--- config.mk ---
export PLATFORM = sky130hd
export DESIGN_NAME = baud_clkgen
export DESIGN_NICKNAME = d
export VERILOG_FILES = /design/src/rtl/baud_pkg.sv /design/src/rtl/baud_prescaler.sv /design/src/rtl/baud_divider.sv /design/src/rtl/baud_ext_sync.sv /design/src/rtl/baud_clkgen.sv
export SDC_FILE = /design/constraint.sdc
export NUM_CORES = 1
export LEC_CHECK = 0
export ABC_CLOCK_PERIOD_IN_PS = 2900
export BUFFER_PORTS_ARGS = -buffer_cell sky130_fd_sc_hd__buf_2
export CAP_MARGIN = 20
export CORE_MARGIN = 5
export CORE_UTILIZATION = 50
export DETAILED_ROUTE_END_ITERATION = 16
export HOLD_SLACK_MARGIN = 0.12
export PLACE_DENSITY = 0.71
export SYNTH_ARGS = -nofsm -noshare
export SYNTH_HDL_FRONTEND = slang
export SYNTH_SLANG_ARGS = --single-unit
--- constraint.sdc ---
create_clock -name clk -period 2.9 [get_ports clk]
set_input_delay 0.29 -clock clk [delete_from_list [all_inputs] [get_ports clk]]
set_output_delay 0.29 -clock clk [all_outputs]
set_load 0.01 [all_outputs]
--- src/rtl/baud_pkg.sv ---
package baud_pkg;
  localparam int REG_W = 8;

  typedef enum logic {
    SRC_INTERNAL = 1'b0,
    SRC_EXTERNAL = 1'b1
  } clk_src_e;

  typedef enum logic {
    MODE_ASYNC = 1'b0,
    MODE_SYNC  = 1'b1
  } ser_mode_e;
endpackage

--- src/rtl/baud_prescaler.sv ---
module baud_prescaler #(
  parameter int PSEL_W = 5
) (
  input  logic              clk,
  input  logic              rst_n,
  input  logic              ref_en,
  input  logic              restart,
  input  logic [PSEL_W-1:0] psel,
  output logic              pre_tick
);
  logic [PSEL_W-1:0] cnt_q, cnt_d;
  logic              phase_q, phase_d;
  logic [PSEL_W:0]   sum_lo, sum_hi;
  logic [PSEL_W-1:0] span_lo, span_hi, span_m1;
  logic              active, at_end;

  // interval of floor(P) on phase 0, ceil(P) on phase 1, P = (psel+1)/2
  always_comb begin
    sum_lo  = {1'b0, psel} + (PSEL_W+1)'(1);
    sum_hi  = {1'b0, psel} + (PSEL_W+1)'(2);
    span_lo = sum_lo[PSEL_W:1];
    span_hi = sum_hi[PSEL_W:1];
    span_m1 = (phase_q ? span_hi : span_lo) - PSEL_W'(1);
    active  = (psel != '0) && !restart;
    at_end  = (cnt_q == span_m1);
    pre_tick = active && ref_en && at_end;
  end

  always_comb begin
    cnt_d   = cnt_q;
    phase_d = phase_q;
    if (!active) begin
      cnt_d   = '0;
      phase_d = 1'b0;
    end else if (ref_en) begin
      if (at_end) begin
        cnt_d   = '0;
        phase_d = ~phase_q;
      end else begin
        cnt_d = cnt_q + PSEL_W'(1);
      end
    end
  end

  always_ff @(posedge clk or negedge rst_n) begin
    if (!rst_n) begin
      cnt_q   <= '0;
      phase_q <= 1'b0;
    end else begin
      cnt_q   <= cnt_d;
      phase_q <= phase_d;
    end
  end

  assert_count_within_span_R3: assert property (@(posedge clk) disable iff (!rst_n)
    (psel != '0) |-> (cnt_q <= span_hi - PSEL_W'(1)));

  assert_idle_clear_R2: assert property (@(posedge clk) disable iff (!rst_n)
    (psel == '0) |=> (cnt_q == '0 && !phase_q));
endmodule

--- src/rtl/baud_divider.sv ---
module baud_divider #(
  parameter int DIV_W = 11,
  parameter int OVS   = 16
) (
  input  logic             clk,
  input  logic             rst_n,
  input  logic             pre_tick,
  input  logic             restart,
  input  logic [DIV_W-1:0] load_val,
  input  logic [DIV_W-1:0] div_n1,
  input  logic             sync_mode,
  output logic             cnt_tick,
  output logic             rise_tick,
  output logic             fall_tick,
  output logic             ser_clk
);
  localparam int FIN_W = $clog2(OVS);

  logic [DIV_W-1:0] cnt_q, cnt_d;
  logic [FIN_W-1:0] fin_q, fin_d;

  always_comb begin
    cnt_tick  = pre_tick && (cnt_q == '0);
    rise_tick = cnt_tick && !fin_q[0];
    fall_tick = cnt_tick && fin_q[0];
    ser_clk   = sync_mode ? fin_q[0] : fin_q[FIN_W-1];
  end

  always_comb begin
    cnt_d = cnt_q;
    fin_d = fin_q;
    if (restart) begin
      cnt_d = load_val;
      fin_d = '0;
    end else if (pre_tick) begin
      cnt_d = (cnt_q == '0) ? div_n1 : cnt_q - DIV_W'(1);
      if (cnt_tick) fin_d = fin_q + FIN_W'(1);
    end
  end

  always_ff @(posedge clk or negedge rst_n) begin
    if (!rst_n) begin
      cnt_q <= '0;
      fin_q <= '0;
    end else begin
      cnt_q <= cnt_d;
      fin_q <= fin_d;
    end
  end

  assert_count_bounded_R4: assert property (@(posedge clk) disable iff (!rst_n)
    cnt_q <= div_n1);

  assert_final_holds_R5: assert property (@(posedge clk) disable iff (!rst_n)
    (!cnt_tick && !restart) |=> $stable(fin_q));
endmodule

--- src/rtl/baud_ext_sync.sv ---
module baud_ext_sync #(
  parameter int SYNC_STAGES = 2
) (
  input  logic clk,
  input  logic rst_n,
  input  logic ext_in,
  output logic ext_rise,
  output logic ext_fall
);
  logic [SYNC_STAGES:0] pipe_q, pipe_d;

  always_comb begin
    pipe_d   = {pipe_q[SYNC_STAGES-1:0], ext_in};
    ext_rise = pipe_q[SYNC_STAGES-1] && !pipe_q[SYNC_STAGES];
    ext_fall = !pipe_q[SYNC_STAGES-1] && pipe_q[SYNC_STAGES];
  end

  always_ff @(posedge clk or negedge rst_n) begin
    if (!rst_n) pipe_q <= '0;
    else        pipe_q <= pipe_d;
  end

  assert_single_rise_R7: assert property (@(posedge clk) disable iff (!rst_n)
    ext_rise |=> !ext_rise);
endmodule

--- src/rtl/baud_clkgen.sv ---
module baud_clkgen
  import baud_pkg::*;
#(
  parameter int PSEL_W      = 5,
  parameter int DIV_W       = 11,
  parameter int OVS         = 16,
  parameter int SYNC_STAGES = 2
) (
  input  logic             clk,
  input  logic             rst_n,
  input  logic             ref_en,
  input  logic             psr_wr,
  input  logic             baud_wr,
  input  logic [REG_W-1:0] wr_data,
  input  logic             sync_mode,
  input  logic             tx_ext_sel,
  input  logic             rx_ext_sel,
  input  logic             ext_clk_in,
  output logic             tx_tick,
  output logic             rx_tick,
  output logic             ser_clk_out
);
  localparam int HI_W = DIV_W - REG_W;

  logic [PSEL_W-1:0] psel_q, psel_d;
  logic [DIV_W-1:0]  div_q, div_d;
  logic              restart, pre_tick;
  logic              cnt_tick, rise_tick, fall_tick, ser_clk;
  logic              ext_rise, ext_fall;
  logic              int_tx, int_rx, ext_tx, ext_rx;
  logic              tx_d, rx_d;
  clk_src_e          tx_src, rx_src;
  ser_mode_e         mode;

  always_comb begin
    psel_d = psel_q;
    div_d  = div_q;
    if (psr_wr) begin
      psel_d              = wr_data[REG_W-1 -: PSEL_W];
      div_d[DIV_W-1:REG_W] = wr_data[HI_W-1:0];
    end
    if (baud_wr) div_d[REG_W-1:0] = wr_data;
    restart = psr_wr || baud_wr || (psel_q == '0);
  end

  always_ff @(posedge clk or negedge rst_n) begin
    if (!rst_n) begin
      psel_q <= '0;
      div_q  <= '0;
    end else begin
      psel_q <= psel_d;
      div_q  <= div_d;
    end
  end

  baud_prescaler #(.PSEL_W(PSEL_W)) i_pre (
    .clk(clk), .rst_n(rst_n), .ref_en(ref_en), .restart(restart),
    .psel(psel_q), .pre_tick(pre_tick)
  );

  baud_divider #(.DIV_W(DIV_W), .OVS(OVS)) i_div (
    .clk(clk), .rst_n(rst_n), .pre_tick(pre_tick), .restart(restart),
    .load_val(div_d), .div_n1(div_q), .sync_mode(sync_mode),
    .cnt_tick(cnt_tick), .rise_tick(rise_tick), .fall_tick(fall_tick),
    .ser_clk(ser_clk)
  );

  baud_ext_sync #(.SYNC_STAGES(SYNC_STAGES)) i_ext (
    .clk(clk), .rst_n(rst_n), .ext_in(ext_clk_in),
    .ext_rise(ext_rise), .ext_fall(ext_fall)
  );

  always_comb begin
    mode   = ser_mode_e'(sync_mode);
    tx_src = clk_src_e'(tx_ext_sel);
    rx_src = clk_src_e'(rx_ext_sel);
    int_tx = (mode == MODE_SYNC) ? rise_tick : cnt_tick;
    int_rx = (mode == MODE_SYNC) ? fall_tick : cnt_tick;
    ext_tx = ext_rise;
    ext_rx = (mode == MODE_SYNC) ? ext_fall : ext_rise;
    tx_d   = (tx_src == SRC_EXTERNAL) ? ext_tx : int_tx;
    rx_d   = (rx_src == SRC_EXTERNAL) ? ext_rx : int_rx;
  end

  always_ff @(posedge clk or negedge rst_n) begin
    if (!rst_n) begin
      tx_tick <= 1'b0;
      rx_tick <= 1'b0;
    end else begin
      tx_tick <= tx_d;
      rx_tick <= rx_d;
    end
  end

  assign ser_clk_out = ser_clk;

  assert_stop_quiet_R2: assert property (@(posedge clk) disable iff (!rst_n)
    (psel_q == '0 && !tx_ext_sel && !psr_wr) |=> !tx_tick);

  assert_sync_exclusive_R6: assert property (@(posedge clk) disable iff (!rst_n)
    (sync_mode && !tx_ext_sel && !rx_ext_sel) |=> !(tx_tick && rx_tick));

  assert_write_restart_R8: assert property (@(posedge clk) disable iff (!rst_n)
    ((psr_wr || baud_wr) && !tx_ext_sel) |=> !tx_tick);
endmodule

== Word level (Yosys, flattened, before mapping) ==
Index checks and enable logic that the tools add are counted.

* Word-level logic and storage cells: 61
* Output and inout bits: 3
* Register bits after elaboration: 42
* Input port bits: 17

* Reduce and logical (&&, ||, !) cells: 21
* Muxes and demuxes: 21
* Bitwise logic cells: 1
* $add $sub $neg: 6
* Eq/ne operators: 3

{| class="wikitable"
|+ Operator list
! cell !! number
|-
| 2-to-1 mux 11 bit || 3
|-
| 2-to-1 mux 5 bit || 4
|-
| 2-to-1 mux 4 bit || 3
|-
| zero test 11 bit || 1
|-
| subtractor 11 x 1 -> 11 bit, second input constant || 1
|-
| 2-to-1 mux 1 bit || 9
|-
| logical AND 1 bit || 8
|-
| 2-to-1 mux 8 bit || 1
|-
| adder 5 x 1 -> 6 bit, second input constant || 1
|-
| adder 5 x 2 -> 6 bit, second input constant || 1
|-
| adder 5 x 1 -> 5 bit, second input constant || 1
|-
| equality test 5 bit || 1
|-
| zero test 5 bit || 1
|-
| nonzero test 5 bit || 1
|-
| subtractor 5 x 1 -> 5 bit, second input constant || 1
|-
| adder 4 x 1 -> 4 bit, second input constant || 1
|-
| zero test 1 bit || 4
|-
| inequality test 2 bit, second input constant || 2
|-
| AND reduction 2 bit || 2
|-
| nonzero test 2 bit || 2
|-
| 2-to-1 mux 3 bit || 1
|-
| logical OR 1 bit || 2
|-
| NOT 1 bit || 1
|}

== Logic depth before layout (Yosys ltp) ==
Gate-level depths: netlist of the first run.

* Depth after elaboration: 10
* Depth in mapped cells: 12
* Mapped depth without buffers: 11

== By module ==
From an unflattened synthesis of the first run, not the netlist that was laid out.

* Cells, all modules: 244
* Area total of the unflattened synthesis: 2628.8 um2

{| class="wikitable"
|+ By module, submodules not included
! module !! instances !! sequential area each (um2) !! cells an instance !! area an instance (um2)
|-
| baud_divider || 1 || 375.4 || 124 || 1108.6
|-
| baud_prescaler || 1 || 150.1 || 72 || 719.4
|-
| baud_clkgen || 1 || 450.4 || 43 || 710.7
|-
| baud_ext_sync || 1 || 75.1 || 5 || 90.1
|}

== Least setup slack after synthesis of the first run ==
No wires, ideal clock.

* Path kind: register to register
* From: register psel_q[1]
* To: register i_div.cnt_q[0]
* Setup time: 104 ps
* Buffers on the path: 0
* Stages on the path, launching flop included: 12
* Arrival: 2499 ps
* Period minus slack after synthesis: 2603 ps
* Data required time: 2796 ps
* Setup slack: 297 ps
* Path through: dfrtp_1 inv_1 ha_1 nor2b_1 nor2_1 ha_1 xnor2_1 nor3_1 o311a_2 o211ai_2 or4_1 o311ai_1

* Word-level cells in the longest chain between the ends: 7
* Elaborated cells between the ends (all ways): 14
* Those cells by class: 3 x add/sub; 1 x eq/ne; 2 x mux; 8 x reduce/logical

{| class="wikitable"
|+ Ends and longest elaborated chain
! item !! line !! RTL
|-
| from (decl) || baud_clkgen.sv:25 || <nowiki>logic [PSEL_W-1:0] psel_q, psel_d;</nowiki>
|-
| from (signal assigned) || baud_clkgen.sv:51 || <nowiki>psel_q <= psel_d;</nowiki>
|-
| parallel branches: the longest is 7 deep, another holds adder 5 x 1 -> 6 bit || - ||
|-
| to (signal assigned) || baud_divider.sv:46 || <nowiki>cnt_q <= cnt_d;</nowiki>
|-
| to (decl) || baud_divider.sv:19 || <nowiki>logic [DIV_W-1:0] cnt_q, cnt_d;</nowiki>
|}

Several ways; the timed one is not identified.
A chain may end at the register's enable or synchronous reset.

== Final worst setup path of the first run ==
* From: register psel_q[0]
* To: register i_div.cnt_q[0]

The elaborated chain is that of the path after synthesis.

==> results of run 1 <==
[cells by family after synthesis]
family,synth area share
simple gates,0.2106
compound gates,0.1557
flops,0.4232
fa+ha+maj,0.04030
mux,0.1008
buf+inv,0.03073
xor+xnor,0.03879
[state kept, by name, indices dropped and copies added (netlist names)]
signal and count:
div_q 11, i_div.cnt_q 11, i_pre.cnt_q 5, psel_q 5, i_div.fin_q 4, i_ext.pipe_q 3, i_pre.phase_q 1, rx_tick 1
tx_tick 1
[placed cells by master, fill, tap and decap left out, drive strengths merged, types with 2 or more instances in the layout]
| master | n |
|---|---|
| o2111ai | 2 |
| and2 | 2 |
| o311ai | 2 |
| mux2 | 16 |
| xor2 | 5 |
| dfrtp | 42 |
| nor2 | 19 |
| a21o | 3 |
| o21a | 2 |
| buf | 30 |
| a31oi | 3 |
| o21ai | 16 |
| nor3 | 6 |
| nand4b | 3 |
| or4 | 6 |
| clkinv | 2 |
| o211ai | 3 |
| or3 | 5 |
| clkbuf | 6 |
| and3 | 3 |
| mux2i | 7 |
| nand3 | 6 |
| nor2b | 4 |
| xnor2 | 6 |
| a211oi | 2 |
| nand2 | 23 |
| inv | 8 |
| nand3b | 5 |
| nor4 | 3 |
| nor3b | 2 |
| a21oi | 13 |
| ha | 8 |
[power by group through the flow]
stage                     registers (µW)  clock network (µW)  logic (µW)
after global placement               691                   0         261
after floorplan                      678                   0         199
final                                681                 376         282
after CTS                            680                 390         269
after global routing                 691                 425         320
after detailed placement             691                   0         267
[worst reg2reg max path: cells and delay by family, from the launching register on]
kind	cells	cell delay, ns
simple gates	4	0.90
fa+ha+maj	2	0.57
compound gates	3	0.53
flops	1	0.41
xor+xnor	1	0.12
buf+inv	1	0.10
[through the flow]
step	hold slack [ns]	setup slack (ns)	power [µW]	util	TNS, ns
4_1_cts	0.1601	0.06040	1339	0.5793	0
3_5_place_dp	0.3388	0.08573	958.0	0.5592	0
3_3_place_gp	0.3438	0.2095	951.7	0.5592	0
2_1_floorplan	-0.005591	0.2972	877.4	-	0
6_report	0.1245	0.1528	1338	0.5909	0
5_1_grt	0.2056	-0.04295	1436	0.5909	-0.06976
[worst paths after layout]
path,from,cells past startpoint,end
min in group clk,wr_data[4],3,psel_q[1]
worst max register to register,psel_q[0],11,i_div.cnt_q[0]
worst min register to register,i_ext.pipe_q[0],0,i_ext.pipe_q[1]
worst max-delay path,psel_q[0],11,i_div.cnt_q[0]
max in group asynchronous,rst_n,1,i_pre.cnt_q[3]
worst min-delay path,rst_n,1,div_q[2]
[layout make-up]
cell class / count / area share
Multi-Input combinational cell: 192 / 0.4912
Inverter: 8 / 0.01062
Clock buffer: 6 / 0.02566
Timing Repair Buffer: 31 / 0.06637
Sequential cell: 42 / 0.3717
Clock inverter: 2 / 0.004867
Tap cell: 67 / 0.02965
[layer usage]
layer / vias to the layer above / part of all wire
li1: 989 / -
met1: 927 / 0.48
met2: 34 / 0.46
met3: 10 / 0.038
met4: 0 / 0.020
met5: - / 0
[timing repair]
| action | 4_1_cts | 5_1_grt |
|---|---|---|
| buffers inserted | 0 | 3 |
| hold endpoints to repair | 1 | 0 |
| hold buffers | 1 | 0 |
| resized for setup | 0 | 6 |
| setup endpoints to repair | 0 | 11 |
==> results by group, run 1 <==
Place
  – HPWL after detailed placement: around 3700 µm
  – Total cell area at the placement stage: approximately 0.0027 mm²
  – Port-buffer cells: 19
  – # placed instances: 336
  – Last weighted congestion value of the routability-driven placer: 0.7955

Worst setup path
  – Required time of the critical path: approximately 3.1 ns
  – Cell type group with the largest total delay on the critical path: simple AND/OR/NAND/NOR gates
  – Startpoint class of the critical path: register
  – Worst-path maximum fanout: 6
  – Critical Path Max Stage Delay: roughly 0.52 ns
  – Bufs and invs on worst path: 1
  – R2R Setup Slk: 0.15 ns
  – Path type of the worst setup path: register to register
  – Crit-path cells: inv_1 -> ha_4 -> nor2b_4 -> nor2_1 -> ha_1 -> xnor2_1 -> nor3_1 -> o311a_2 -> o211ai_2 -> or4_1 -> o311ai_1
  – Crit path max-delay cell type: sky130_fd_sc_hd__or4_1
  – Worst Setup End Kind: register
  – Arrival time worst endpoint: slightly below 3 ns

Finish
  – Area taken by multi-input logic gates: 0.001389 mm²
  – NumNets Final: 305
  – Storage cell area: roughly 0.0011 mm²
  – Total of fill cells in the finished design: between 400 and 500
  – Final Cell Area: roughly 0.0028 mm²
  – Number of inserted diodes: 0
  – Area Overhead vs Synth: 13.85%
  – Filler-free cell count of the finished design: 348
  – Fraction of layout cells with a size suffix above 1: 0.2313

Timing
  – Final setup viols: 0
  – Setup Skew: between 0.01 and 0.015 ns
  – Shortest clock period the worst path allows after layout: about 2.7 ns
  – Max-slew violations: 0
  – Fmax: between 300 and 400 MHz
  – Fraction of the cycle the final worst path needs: 0.9473
  – Fin. Hold Viols: 0
  – Setup repair after global routing missed its margin: true
  – Worst-Margin Slew: about 0.93 ns
  – Worst slew slack as a fraction of its limit: 0.3793

Route
  – Pre-Repair DR Iteration Count: 4
  – Final routed wirelength across all metal layers: between 5000 and 6000 µm
  – DR vias: approximately 2000
  – Starting DRC count in detailed routing: 111
  – DRC: 0
  – Number of vias per cell after detailed routing: roughly 5.6
  – Drt wl/cell: 14.58 µm
  – Post-DRT Antenna Nets: 0

Die
  – Placeable Area: ~0.0048 mm²
  – Floorplan die area: 0.006477 mm²
  – Row count: 25
  – Starting Density: 0.5190
  – Width of the die: between 80 and 90 µm
  – Number of ports placed on the die boundary: 20
  – Chip height: 80.48 µm

Logic synthesis
  – Post-synthesis net count: between 200 and 300
  – Total of flip-flops plus latches after synthesis: 42
  – Count of different cell masters after synthesis: 56
  – List of most frequent post-synthesis cells: 42 x sky130_fd_sc_hd__dfrtp_1, 23 x sky130_fd_sc_hd__nand2_1, 19 x sky130_fd_sc_hd__nor2_1
  – Primary flip-flop cell chosen by synthesis mapping: sky130_fd_sc_hd__dfrtp_1
  – Dominant cell by count in the synthesized netlist: sky130_fd_sc_hd__dfrtp_1
  – Synth top area cells: sky130_fd_sc_hd__dfrtp_1 42%, sky130_fd_sc_hd__mux2_2 7.3%, sky130_fd_sc_hd__ha_1 4.0%, sky130_fd_sc_hd__nand2_1 3.5%, sky130_fd_sc_hd__o21ai_0 3.0%
  – Combined area of all synthesized cells: around 0.0025 mm²
  – Mean post-synth cell area: about 9.9 µm²
  – Share of flip-flops with an asynchronous set or reset after synthesis: 1.000
  – Number of warning messages in the yosys log: 0
  – Part of the Yosys area used for sequential elements: 0.4232
  – Cell type contributing the most total cell area after synthesis: sky130_fd_sc_hd__dfrtp_1
  – Syn Inst Count: 252
  – Number of synthesized flops with an enable pin: 0
  – Synth top area share: 0.4232

Clocking
  – Clock root cell: sky130_fd_sc_hd__clkbuf_8
  – Buffer depth of the longest clock path: 2
  – Clock Latency Late Sink: approximately 0.30 ns
  – Worst-path clk slew: 0.09 ns
  – TritonCTS clock tree: done
  – CTS H-Tree Depth: 2
  – Cts bufs inserted: 5
  – Number of clock sinks: 42

Flow run
  – Max capacitance violation total: 0

Global routing
  – Global-route wire length before repair: ~9100 µm
  – Top Usage Layer GRT: met1
  – Total routing usage reported by global routing: 0.1794
  – Global routing met1 resource utilization: 0.2599
  – Initial antenna violation count: 0
  – Number of global-route vias before repair: 1868
  – Pin count of the biggest net entering global routing: 43
  – Met3 Use GR: 0.04148
  – Overflow left after global routing: 0
  – Met2 global-route usage: 0.2566

Power
  – Fraction of power consumed by sequential logic: 0.509
  – Switching component of the power: around 400 µW
  – Leakage power: between 0.001 and 0.0015 µW
  – Internal power summed over all cells: 936.0 µW
  – PwrDens: about 470 mW/mm²
  – Combinational power share: 0.210
  – Clock network power share: 0.281
  – Switching Share: 0.3007
  – Peak VDD IR: around 300 µV

Hold path
  – Class of the most critical hold timing path: input pin to asynchronous set/reset pin

Run status
  – Run status: completed
Power figures use the tool's default switching activity.
==> inputs of run 2 (changes only) <==
--- a/config.mk
+++ b/config.mk
@@ -5,8 +5,8 @@
 export SDC_FILE = /design/constraint.sdc
 export NUM_CORES = 1
 export LEC_CHECK = 0
-export ABC_CLOCK_PERIOD_IN_PS = 2900
-export BUFFER_PORTS_ARGS = -buffer_cell sky130_fd_sc_hd__buf_2
+export ABC_CLOCK_PERIOD_IN_PS = 2600
+export BUFFER_PORTS_ARGS = -buffer_cell sky130_fd_sc_hd__buf_4
 export CAP_MARGIN = 20
 export CORE_MARGIN = 5
 export CORE_UTILIZATION = 50
==> constraint.sdc (replaced) <==
create_clock -name clk -period 2.6 [get_ports clk]
set_input_delay 0.26 -clock clk [delete_from_list [all_inputs] [get_ports clk]]
set_output_delay 0.26 -clock clk [all_outputs]
set_load 0.01 [all_outputs]
==> run 2 against run 1 <==
  * Largest cell class unchanged
  * Clock power grew 20%
  * Critical endpoint is now rx_tick
  * The run now ends with negative setup slack left
  * Highest routed layer unchanged
  * Die area unchanged
  * Critical path type unchanged
  * Clock skew shrank 0.0046 ns
  * Via count rose by 4.1%
  * Critical path depth unchanged
==> results by group, run 2 (synthesized netlist as in run 1, its figures left out) <==
Run status
  – Run status: complete, but fails checks
  – Violated checks: negative setup slack

Finish
  – Largest regs: div_q: 11 flops, i_div.cnt_q: 11 flops
  – Commonest cells after routing, fill and taps aside: 40 x sky130_fd_sc_hd__dfrtp_1, 39 x sky130_fd_sc_hd__buf_4, 23 x sky130_fd_sc_hd__nand2_1, 18 x sky130_fd_sc_hd__nor2_1, 16 x sky130_fd_sc_hd__mux2_2
  – Fraction of layout cells with a size suffix above 1: 0.3591
  – Number of inserted diodes: 0
  – NumNets Final: around 320
  – Storage cell area: approximately 0.0011 mm²
  – Leading cell type in the layout, fill and taps excluded: sky130_fd_sc_hd__dfrtp_1
  – Area Overhead vs Synth: 28.97%
  – Area taken by multi-input logic gates: around 0.0015 mm²
  – Final Cell Area: 0.003203 mm²
  – Total of fill cells in the finished design: ~380

Route
  – Drt wl/cell: approximately 16 µm
  – Pre-Repair DR Iteration Count: 4
  – Post-DRT Antenna Nets: 0
  – Number of vias per cell after detailed routing: 5.589
  – Final routed wirelength across all metal layers: 5730 µm
  – Starting DRC count in detailed routing: 101
  – DR vias: slightly above 2000
  – DRC: 0

Clocking
  – CTS H-Tree Depth: 2
  – Buffer depth of the longest clock path: 2
  – Clock root cell: sky130_fd_sc_hd__clkbuf_8
  – Number of clock sinks: between 40 and 50
  – TritonCTS clock tree: done
  – Cts bufs inserted: 5
  – Worst-path clk slew: approximately 0.08 ns
  – Clock Latency Late Sink: around 0.3 ns

Flow run
  – Max capacitance violation total: 0

Hold path
  – Worst-case hold path end point: psel_q[0]
  – Worst Hold Launch: wr_data[3]
  – Class of the most critical hold timing path: input pin to register
  – Depth of the worst hold-timing path: 3

Timing
  – Max-slew violations: 0
  – Setup repair after global routing missed its margin: true
  – Setup Skew: slightly below 0.007 ns
  – Setup TNS: -0.05218 ns
  – Shortest clock period the worst path allows after layout: roughly 2.6 ns
  – Worst slew slack as a fraction of its limit: 0.4964
  – Fraction of the cycle the final worst path needs: 1.018
  – Final setup viols: 2
  – Fmax: approximately 380 MHz
  – Fin. Hold Viols: 0
  – Hold slack: 0.1900 ns
  – Worst-Margin Slew: approximately 0.75 ns
  – Setup slack of the critical path after layout: -0.04699 ns

Place
  – Last weighted congestion value of the routability-driven placer: ~0.81
  – Total cell area at the placement stage: roughly 0.0028 mm²
  – HPWL after detailed placement: just under 4000 µm
  – Port-buffer cells: 19

Global routing
  – Overflow left after global routing: 0
  – Pin count of the biggest net entering global routing: 43
  – Global-route wire length before repair: approximately 9400 µm
  – Number of global-route vias before repair: a little over 2000
  – Total routing usage reported by global routing: 0.1869
  – Initial antenna violation count: 0

Worst setup path
  – R2R Setup Slk: -0.05 ns
  – Worst Setup End Kind: register
  – Required time of the critical path: around 2.8 ns
  – Startpoint class of the critical path: register
  – Cell type group with the largest total delay on the critical path: compound AO/OA/AOI/OAI gates
  – Most numerous cell on the critical path: sky130_fd_sc_hd__buf_4
  – Path type of the worst setup path: register to register
  – Worst flop-to-flop path endpoint: rx_tick
  – Crit path max-delay cell type: sky130_fd_sc_hd__dfrtp_2
  – Critical Path Max Stage Delay: about 0.47 ns
  – Bufs and invs on worst path: 3
  – Worst-path maximum fanout: 6
  – Arrival time worst endpoint: between 2 and 3 ns
  – Worst R2R Path Depth: 11
  – Startpoint of the lowest-slack register-to-register path: psel_q[1]
  – Crit-path cells: buf_4 -> ha_1 -> and3_1 -> a211oi_1 -> buf_4 -> nor2_1 -> o21a_2 -> o211ai_4 -> buf_6 -> nor4_4 -> or3_4

Power
  – Leakage power: roughly 0.0014 µW
  – Peak VDD IR: between 400 and 500 µV
  – PwrDens: roughly 510 mW/mm²

Die
  – Chip height: ~80 µm
  – Starting Density: 0.5190
  – Number of ports placed on the die boundary: 20
  – Row count: 25
  – Width of the die: 80.48 µm
  – Floorplan die area: ~0.0065 mm²
  – Placeable Area: approximately 0.0048 mm²
## run 2: changes by cell type in the layout (fill, tap and decap cells not counted), sizes merged
cell	before	now
buf	30	46
clkinv	2	1
dlygate4sd3	1	2
clkinvlp	0	1
## run 2: report_power, final
part / leakage [µW] / internal [µW] / total [µW] / switching (µW)
clock network: 0.0000472 / 214 / 450 / 236
logic: 0.000798 / 225 / 428 / 203
registers: 0.000516 / 706 / 768 / 62.2
## run 2: how the worst max path moves through the flow
| stage | from | endpoint | cells past startpoint |
|---|---|---|---|
| after global placement | psel_q[1] | i_div.cnt_q[4] | 11 |
| after global routing | psel_q[1] | i_div.fin_q[3] | 11 |
| final | psel_q[1] | rx_tick | 11 |
| after detailed placement | psel_q[1] | i_div.cnt_q[4] | 11 |
| after CTS | psel_q[1] | i_div.fin_q[2] | 12 |
| after floorplan | psel_q[1] | i_div.cnt_q[0] | 11 |
## run 2: through the flow
step	setup slack, ns	util	power (µW)	cells
floorplan	0.03197	-	979.5	252
global placement	0.04186	0.5916	1104	350
detailed placement	-0.07833	0.5916	1116	350
CTS	-0.07198	0.6290	1593	362
global route	-0.1900	0.6693	1734	365
finish	-0.04699	0.6693	1646	365
## run 2: repair_timing
action,CTS,global route
endpoints found under the setup margin,5,19
buffers inserted,2,3
pin swaps,17,15
hold buffers,2,0
hold endpoints to repair,43,0
gates resized for setup,10,35
## run 2: tightest hold or removal path: cells and delay by family
family,cells,cell delay [ns]
buffers and inverters,1,0.09
AO/OA/AOI/OAI,1,0.06
AND/OR/NAND/NOR,1,0.05
## run 2: layer usage
| metal | GRT usage | routed length (µm) | vias to the layer above |
|---|---|---|---|
| met1 | 0.2473 | 2685 | 996 |
| li1 | - | - | 1012 |
| met3 | 0.03587 | 141 | 9 |
| met2 | 0.3046 | 2813 | 23 |
| met5 | 0 | 0 | - |
| met4 | 0.06419 | 89 | 0 |
## run 2: cell type report
type	count	area share
Tap cell	67	0.02617
Sequential cell	42	0.3289
Clock buffer	6	0.02578
Multi-Input combinational cell	192	0.4836
Timing Repair Buffer	48	0.1223
Clock inverter	2	0.003906
Inverter	8	0.009375
==> inputs of run 3 (changes only) <==
--- a/config.mk
+++ b/config.mk
@@ -5,6 +5,7 @@
 export SDC_FILE = /design/constraint.sdc
 export NUM_CORES = 1
 export LEC_CHECK = 0
+export ABC_AREA = 1
 export ABC_CLOCK_PERIOD_IN_PS = 2600
 export BUFFER_PORTS_ARGS = -buffer_cell sky130_fd_sc_hd__buf_4
 export CAP_MARGIN = 20
@@ -12,6 +13,7 @@
 export CORE_UTILIZATION = 50
 export DETAILED_ROUTE_END_ITERATION = 16
 export HOLD_SLACK_MARGIN = 0.12
+export MAX_ROUTING_LAYER = met4
 export PLACE_DENSITY = 0.71
 export SYNTH_ARGS = -nofsm -noshare
 export SYNTH_HDL_FRONTEND = slang
==> run 3 against run 2 <==
  * The run now ends clean
  * Area after synthesis up 4.8%
  * Final cell count up 23%
  * First-iteration DRC count decreased by 22%
  * Clock skew up 0.0050 ns
  * Critical path type unchanged
  * Largest power group unchanged
==> results by group, run 3 <==
Finish
  – Leading cell type in the layout, fill and taps excluded: sky130_fd_sc_hd__nand2_1
  – Fraction of layout cells with a size suffix above 1: 0.1636
  – Final Cell Area: just under 0.003 mm²
  – Largest regs: div_q: 11 flops, i_div.cnt_q: 11 flops
  – Storage cell area: between 0.001 and 0.0015 mm²
  – NumNets Final: ~400
  – Filler-free cell count of the finished design: about 450
  – Final core utilization: 0.5863
  – Area taken by multi-input logic gates: approximately 0.0014 mm²
  – Commonest cells after routing, fill and taps aside: 118 x sky130_fd_sc_hd__nand2_1, 41 x sky130_fd_sc_hd__dfrtp_1, 35 x sky130_fd_sc_hd__nand3_1, 32 x sky130_fd_sc_hd__inv_1, 24 x sky130_fd_sc_hd__buf_4
  – Total of fill cells in the finished design: roughly 490
  – Number of inserted diodes: 0
  – Area Overhead vs Synth: 14.27%

Die
  – Starting Density: 0.5131
  – Number of ports placed on the die boundary: 20
  – Row count: 26
  – Floorplan die area: 0.006750 mm²
  – Width of the die: ~82 µm
  – Chip height: a little over 80 µm
  – Placeable Area: 0.005075 mm²

Flow run
  – Max capacitance violation total: 0

Logic synthesis
  – Dominant cell by count in the synthesized netlist: sky130_fd_sc_hd__nand2_1
  – Part of the Yosys area used for sequential elements: 0.4037
  – Synth top area cells: sky130_fd_sc_hd__dfrtp_1 40%, sky130_fd_sc_hd__nand2_1 17%, sky130_fd_sc_hd__nand3_1 6.7%, sky130_fd_sc_hd__inv_1 4.6%, sky130_fd_sc_hd__ha_1 3.8%
  – Cell type contributing the most total cell area after synthesis: sky130_fd_sc_hd__dfrtp_1
  – List of most frequent post-synthesis cells: 118 x sky130_fd_sc_hd__nand2_1, 42 x sky130_fd_sc_hd__dfrtp_1, 35 x sky130_fd_sc_hd__nand3_1
  – Syn Inst Count: 351
  – Number of warning messages in the yosys log: 0
  – Primary flip-flop cell chosen by synthesis mapping: sky130_fd_sc_hd__dfrtp_1
  – Mean post-synth cell area: approximately 7.4 µm²
  – Synth top area share: 0.4037
  – Total of flip-flops plus latches after synthesis: 42
  – Share of flip-flops with an asynchronous set or reset after synthesis: 1.000
  – Number of synthesized flops with an enable pin: 0
  – Post-synthesis net count: 376
  – Count of different cell masters after synthesis: 35
  – Combined area of all synthesized cells: around 0.0026 mm²

Global routing
  – Global-route wire length before repair: 9756 µm
  – Number of global-route vias before repair: 2235
  – Overflow left after global routing: 0
  – Total routing usage reported by global routing: 0.1941
  – Initial antenna violation count: 0
  – Pin count of the biggest net entering global routing: 43

Power
  – Peak VDD IR: between 400 and 500 µV
  – PwrDens: 566.7 mW/mm²
  – Leakage power: roughly 0.0016 µW

Route
  – DRC: 0
  – Post-DRT Antenna Nets: 0
  – Final routed wirelength across all metal layers: 5651 µm
  – Drt wl/cell: around 13 µm
  – Starting DRC count in detailed routing: ~80
  – Pre-Repair DR Iteration Count: 5
  – Number of vias per cell after detailed routing: 5.098
  – DR vias: roughly 2300

Place
  – Total cell area at the placement stage: about 0.0028 mm²
  – # placed instances: around 440
  – Port-buffer cells: 19
  – HPWL after detailed placement: roughly 4400 µm
  – Worst setup slack before clock tree synthesis: 0.2019 ns
  – Last weighted congestion value of the routability-driven placer: about 0.87

Clocking
  – TritonCTS clock tree: done
  – Buffer depth of the longest clock path: 2
  – Cts bufs inserted: 5
  – Worst-path clk slew: approximately 0.080 ns
  – Clock root cell: sky130_fd_sc_hd__clkbuf_8
  – CTS H-Tree Depth: 2
  – Clock Latency Late Sink: approximately 0.3 ns
  – Number of clock sinks: 42

Timing
  – Max-slew violations: 0
  – Setup TNS: 0 ns
  – Final setup viols: 0
  – Shortest clock period the worst path allows after layout: 2.410 ns
  – Setup repair after global routing missed its margin: false
  – Setup Skew: between 0.01 and 0.015 ns
  – Fmax: between 400 and 500 MHz
  – Worst slew slack as a fraction of its limit: 0.6404
  – Fraction of the cycle the final worst path needs: 0.9268
  – Worst-Margin Slew: about 0.54 ns
  – Setup slack of the critical path after layout: ~0.19 ns
  – Fin. Hold Viols: 0

Worst setup path
  – Arrival time worst endpoint: between 2 and 3 ns
  – Worst R2R Path Depth: 13
  – Worst Setup End Kind: register
  – Path type of the worst setup path: register to register
  – Startpoint class of the critical path: register
  – Required time of the critical path: around 2.8 ns
  – Worst-path maximum fanout: 8

Hold path
  – Depth of the worst hold-timing path: 3
  – Class of the most critical hold timing path: input pin to register

Run status
  – Run status: completed
## run 3: cell types whose count changed in the layout (fill, tap and decap cells not counted), moves of 6 or more
cell,before,now
sky130_fd_sc_hd__mux2i_1,7,0
sky130_fd_sc_hd__nand2_1,23,118
sky130_fd_sc_hd__buf_4,39,24
sky130_fd_sc_hd__xor2_1,4,11
sky130_fd_sc_hd__nand3_1,6,35
sky130_fd_sc_hd__buf_6,7,0
sky130_fd_sc_hd__nand2_2,0,8
sky130_fd_sc_hd__mux2_2,16,0
sky130_fd_sc_hd__inv_1,6,32
sky130_fd_sc_hd__a21oi_1,10,16
## run 3: report_power, final
group          total [µW]  internal [µW]  switching (µW)  leakage, µW
Clock                 509            283             227    0.0000579
Combinational         411            156             255     0.000992
Sequential            766            714            52.6     0.000530
Total                1690           1150             534      0.00158
## run 3: timing repair
| item | in CTS | in global routing |
|---|---|---|
| hold buffers | 2 | 0 |
| setup buffers | 0 | 1 |
| endpoints found under the setup margin | 0 | 8 |
| hold endpoints to repair | 43 | 0 |
| gates resized for setup | 0 | 2 |
## run 3: path summary, 6_finish.rpt
kind / startpoint / endpoint / slack, ns
setup / recovery: psel_q[0] / i_div.cnt_q[3] / 0.19
hold / removal: wr_data[4] / psel_q[1] / 0.19
setup reg to reg: psel_q[0] / i_div.cnt_q[3] / 0.19
hold reg to reg: i_ext.pipe_q[0] / i_ext.pipe_q[1] / 0.34
max in group asynchronous: rst_n / psel_q[1] / 1.72
min in group asynchronous: rst_n / div_q[6] / 0.48
## run 3: cell type report
cell class                 count  area share
timing repair buffer          26     0.06728
tap                           70     0.02944
multi-input combinational    267      0.4676
inverter                      36     0.04542
clock buffer                   5     0.02313
clock inverter                 3     0.01346
sequential                    42      0.3537
## run 3: critical path, stage by stage (launching register included)
cell	delay [ns]
sky130_fd_sc_hd__dfrtp_1	0.40
sky130_fd_sc_hd__inv_1	0.11
sky130_fd_sc_hd__ha_1	0.32
sky130_fd_sc_hd__o21ai_2	0.21
sky130_fd_sc_hd__ha_1	0.23
sky130_fd_sc_hd__nand3_1	0.16
sky130_fd_sc_hd__nor2_2	0.15
sky130_fd_sc_hd__nand2_1	0.06
sky130_fd_sc_hd__nand2_1	0.11
sky130_fd_sc_hd__nand3_4	0.14
sky130_fd_sc_hd__nor2_8	0.20
sky130_fd_sc_hd__nor2_4	0.08
sky130_fd_sc_hd__nand2_1	0.06
sky130_fd_sc_hd__nand2_1	0.06
## run 3: kinds of logic (layout without fill, tap and decap cells)
group	count (synthesis)	after routing	synth area share
compound gates	48	48	0.1038
xor+xnor	13	13	0.04373
fa+ha+maj	8	8	0.03844
buf+inv	43	70	0.06727
flops	42	42	0.4037
simple gates	197	198	0.3431
## run 3: stage by stage
stage	total power, µW	hold slack (ns)
global placement	1171	0.2789
detailed placement	1182	0.2797
finish	1686	0.1890
floorplan	1066	-0.03559
global route	1787	0.2034
CTS	1694	0.1850
## run 3: metal layers
| metal | up-vias | GRT usage | wire, µm |
|---|---|---|---|
| met5 | - | - | 0 |
| met4 | 0 | 0.05980 | 87 |
| met3 | 8 | 0.03471 | 129 |
| met2 | 28 | 0.3352 | 2910 |
| met1 | 1076 | 0.2311 | 2524 |
| li1 | 1177 | - | - |
